**src/rtl/vol_softmute.sv**
```systemverilog
module vol_softmute #(
  parameter int DW = 20,
  parameter int GW = 16,
  parameter int RAMP_LOG2 = 5
) (
  input  logic          clk,
  input  logic          rst_n,
  input  logic [5:0]    vol_code,
  input  logic          mute,
  input  logic          in_valid,
  output logic          in_ready,
  input  logic [DW-1:0] in_left,
  input  logic [DW-1:0] in_right,
  output logic          out_valid,
  input  logic          out_ready,
  output logic [DW-1:0] out_left,
  output logic [DW-1:0] out_right
);
  localparam int FB     = GW - 1;
  localparam int KMAX   = 1 << RAMP_LOG2;
  localparam int KW     = RAMP_LOG2 + 1;
  localparam int PW     = DW + GW + 1;
  localparam int SILENT = 61;

  function automatic int code_db(input int c);
    if (c <= 1)       return 0;
    else if (c <= 51) return c - 1;
    else if (c <= 53) return 52;
    else if (c <= 55) return 54;
    else if (c <= 57) return 57;
    else              return 60;
  endfunction

  function automatic logic [GW-1:0] gain_rom(input int db);
    real v;
    v = real'(1 << FB) * (10.0 ** (-real'(db) / 20.0));
    return GW'($rtoi(v + 0.5));
  endfunction

  logic [GW-1:0] lut [64];
  for (genvar i = 0; i < 64; i++) begin : g_lut
    localparam logic [GW-1:0] G = gain_rom(code_db(i));
    assign lut[i] = G;
  end

  logic [GW-1:0] level;
  logic [KW-1:0] ramp_k;

  wire acc    = in_valid && in_ready;
  wire silent = vol_code >= 6'(SILENT);
  wire down   = mute || silent;
  assign in_ready = !out_valid || out_ready;

  wire [GW-1:0]    lvl_use = silent ? level : lut[vol_code];
  wire [GW+KW-1:0] eff_w   = (GW+KW)'(lvl_use) * (GW+KW)'(ramp_k);
  wire [GW:0]      eff     = (GW+1)'(eff_w >> RAMP_LOG2);

  function automatic logic [DW-1:0] scale(input logic [DW-1:0] x, input logic [GW:0] g);
    logic signed [PW-1:0] p, s;
    p = PW'($signed(x)) * $signed({1'b0, g[GW-1:0]} | (g[GW] ? {1'b1, {GW{1'b0}}} : '0));
    s = (p + PW'(1 << (FB - 1))) >>> FB;
    if (s > PW'((1 << (DW - 1)) - 1))    return {1'b0, {(DW-1){1'b1}}};
    else if (s < -PW'(1 << (DW - 1)))    return {1'b1, {(DW-1){1'b0}}};
    else                                 return s[DW-1:0];
  endfunction

  always_ff @(posedge clk) begin
    if (!rst_n) begin
      out_valid <= 1'b0;
      out_left  <= '0;
      out_right <= '0;
      level     <= GW'(1 << FB);
      ramp_k    <= KW'(KMAX);
    end else begin
      if (acc) begin
        out_valid <= 1'b1;
        out_left  <= scale(in_left, eff);
        out_right <= scale(in_right, eff);
        level     <= lvl_use;
        if (down && ramp_k != '0)             ramp_k <= ramp_k - 1'b1;
        else if (!down && ramp_k != KW'(KMAX)) ramp_k <= ramp_k + 1'b1;
      end else if (out_ready) begin
        out_valid <= 1'b0;
      end
    end
  end
endmodule


```
**config.mk**
```make
export PLATFORM = sky130hd
export DESIGN_NAME = vol_softmute
export DESIGN_NICKNAME = d
export VERILOG_FILES = /design/src/rtl/vol_softmute.sv
export SDC_FILE = /design/constraint.sdc
export NUM_CORES = 2
export LEC_CHECK = 0
export BUFFER_PORTS_ARGS = -buffer_cell sky130_fd_sc_hd__buf_4
export CAP_MARGIN = 25
export CORE_MARGIN = 2
export CORE_UTILIZATION = 60
export CTS_CLUSTER_SIZE = 10
export DETAILED_ROUTE_END_ITERATION = 16
export PLACE_DENSITY_LB_ADDON = 0.08
export SETUP_SLACK_MARGIN = 0.05
export SYNTH_ARGS = -nofsm -noshare
export SYNTH_HDL_FRONTEND = slang
export SYNTH_SLANG_ARGS = --single-unit
export TNS_END_PERCENT = 50
```
**constraint.sdc**
```tcl
create_clock -name clk -period 33.3 [get_ports clk]
set_input_delay 4.995 -clock clk [delete_from_list [all_inputs] [get_ports clk]]
set_output_delay 4.995 -clock clk [all_outputs]
set_load 0.05 [all_outputs]
```
==> reports/results.tsv <==
stage	metric	value	unit
cts	CTS Hold Bufs	0	
placement	Inst Count DP	4155	
timing	Slew Limit Headroom	0.363	
floorplan	I/O pins	93	
floorplan	die span in y	232	um
cts	worst skew pair latency	0.37	ns
placement	RePlAce Congestion	0.882	
yosys	Mapped Area	31200	sq um
timing	# setup viols final	0	
cts	PostCTS Resize Cnt	0	
worst_hold_path	Hold Path Origin	level[2]$_SDFFE_PN0P_	
cts	CTS Buf Count	9	
critical_path	crit path DAT	19.37	ns
cts	clock tree from TritonCTS	done	
floorplan	die area	53800	sq um
placement	# port buffers	92	
critical_path	Crit-path slowest cell	a211oi_4	
timing	minimum clock period	19.12	ns
global_route	initial antenna violation count	4	
yosys	register area share after synthesis	0.0404	
finish	area delta synth->final	5.01	%
global_route	vias in the first global route	26000	
finish	post-route cell area	32700	sq um
worst_hold_path	type of the worst min-delay path	reg2reg	
detailed_routing	final wirelength	81.7	mm
detailed_routing	vias per cell	5.65	
floorplan	initial core utilization	0.608	
yosys	cells after synthesis	3527	
critical_path	Worst Setup Start Kind	input port	
timing	fmax	52.3	MHz
detailed_routing	drt first pass iters	5	
global_route	global-route wire length before repair	137	mm
run	Max-cap violations	0	
floorplan	Core Area	51300	sq um
timing	Pins Over Slew Limit	0	
detailed_routing	Iter 0 DRT Violations	1636	
placement	post-DP HPWL	64.1	mm
finish	final net count	4493	
detailed_routing	Post-DRT Antenna Nets	0	
detailed_routing	drt drc	0	
global_route	largest net degree at the start of global routing	65	
timing	RSZ-0062 raised after global routing	no	
timing	Setup Skew	0.0120	ns
critical_path	Setup crit start	vol_code[1]	
timing	final hold vios	0	
cts	Post-CTS Repair Setup Buffers	0	
run_status	status	complete, no violations	
cts	CTS Buffer Depth	2	
yosys	Main synth FF type	dfxtp_1	
placement	Placed Area	32400	sq um
critical_path	Crit. End Element	flop	
critical_path	reg-to-reg startpoint	level[0]$_SDFFE_PN0P_	
timing	period utilization	0.574	
timing	Slew @ Worst Pin	0.952	ns
yosys	ys async rst share	0	
global_route	total track usage	0.326	
timing	setup TNS	0	ns
yosys	Mapped Avg Cell Area	8.84	sq um
cts	# H-tree levels	3	
floorplan	Die X-Extent	232	um
detailed_routing	via count	23600	
critical_path	CP peak stage delay	0.86	ns
critical_path	crit-path most repeated cell	fa_1	
yosys	Synth cell types	89	
cts	Clock Tree Root	clkbuf_16	
cts	clock transition at the registers of the reported paths	0.06	ns
critical_path	WS Path Type	in2reg	
finish	Post-Layout Cell Count	4175	
critical_path	Required @ worst endpoint	33.55	ns
critical_path	crit-path max FO	40	
yosys	EDFF count, synth	0	
global_route	GRT overflow	0	
floorplan	Site Rows	83	
cts	CTS Sinks	63	
finish	share of layout cells above drive strength 1	0.0550	
yosys	Ys Warns	0	
yosys	Yosys reg bits	63	
yosys	Syn Nets	4532	
detailed_routing	DR WL/cell	19.6	um
[cells in the final DEF (no fill, tap or decap), types with 6 or more instances in the layout]
cell type and count:
a211oi_1 8, a21boi_0 10, a21o_1 57, a21oi_1 69
a31oi_1 14, and2_1 301, and3_1 16, buf_4 112
clkbuf_16 9, dfxtp_1 63, fa_1 739, ha_1 215
inv_1 835, nand2_1 486, nand2b_1 15, nand3_1 14
nand4_1 14, nor2_1 114, nor2b_1 11, nor3_1 19
nor3b_1 8, o211a_1 42, o21a_1 9, o21ai_0 83
o21ai_2 11, o31ai_1 6, or2_1 7, or2_2 6
xnor2_1 45, xnor2_2 7, xor2_1 21
[logic make-up (layout without fill, tap and decap cells)]
kind of cell | after synthesis | count (layout) | share of synthesized area
xor+xnor | 80 | 80 | 0.0225
other cells | 0 | 2 | 0
buf+inv | 1001 | 967 | 0.122
mux | 10 | 10 | 0.00477
fa+ha+maj | 954 | 954 | 0.561
compound gates | 380 | 380 | 0.0883
simple gates | 1039 | 1039 | 0.161
flops | 63 | 63 | 0.0404
[layer usage]
metal,part of all wire,GRT usage
met5,0.00016,0
met3,0.063,0.0427
met4,0.024,0.0925
met2,0.50,0.551
met1,0.41,0.442
[synth_stat cells, drive strengths merged (14+ instances only)]
cell      n  share of area
xnor2    52          0.015
ha      215          0.086
or2      14         0.0029
nor2    116          0.014
fa      739           0.47
nand2b   15         0.0030
a21o     57          0.014
buf      18         0.0040
xor2     28         0.0079
and3     17         0.0036
a21oi    70          0.011
o21ai    97          0.017
dfxtp    63          0.040
and2    302          0.061
nand4    14         0.0028
o211a    42          0.013
nand3    16         0.0031
clkbuf  146          0.018
inv     836           0.10
nand2   486          0.059
a31oi    16         0.0039
nor3     19         0.0030
[final cells by class]
class | count | area [sq um]
multi-input combinational | 2463 | 26300
fill | 4389 | 18600
inverter | 837 | 3140
sequential | 63 | 1260
timing repair buffer | 114 | 866
tap | 680 | 851
clock buffer | 9 | 225
clock inverter | 7 | 104
antenna | 2 | 5.00
[final timing paths]
path / cells past startpoint / slack [ns] / to
worst min-delay path: 2 / 0.47 / level[2]$_SDFFE_PN0P_
worst max-delay path: 47 / 14.18 / out_right[5]$_SDFFE_PN0P_
worst max register to register: 42 / 20.15 / out_right[5]$_SDFFE_PN0P_
worst min register to register: 2 / 0.47 / level[2]$_SDFFE_PN0P_
[registers in the layout, summed over array words and instances, names as in the netlist]
signal,count
out_left,20
ramp_k,6
out_right,20
out_valid,1
level,16
[worst max-delay path: cells and delay by family]
kind	cells	cell delay, ns
muxes	1	0.16
buffers and inverters	9	1.23
adders and majority gates	12	5.51
and+or+nand+nor	9	2.42
xor gates and xnor gates	1	0.13
AOI/OAI and AO/OA	15	4.89
[metrics by stage]
stage / worst slack, ns / util / hold WS [ns]
floorplan: 16.02 / - / 0.444
global placement: 14.05 / 0.631 / 0.458
detailed placement: 13.51 / 0.631 / 0.464
CTS: 13.89 / 0.638 / 0.472
global route: 13.39 / 0.638 / 0.492
finish: 14.18 / 0.638 / 0.469
Power is left out: the tool's default activity adds up to more than one toggle a clock period on the data nets, which glitch-free logic cannot reach.
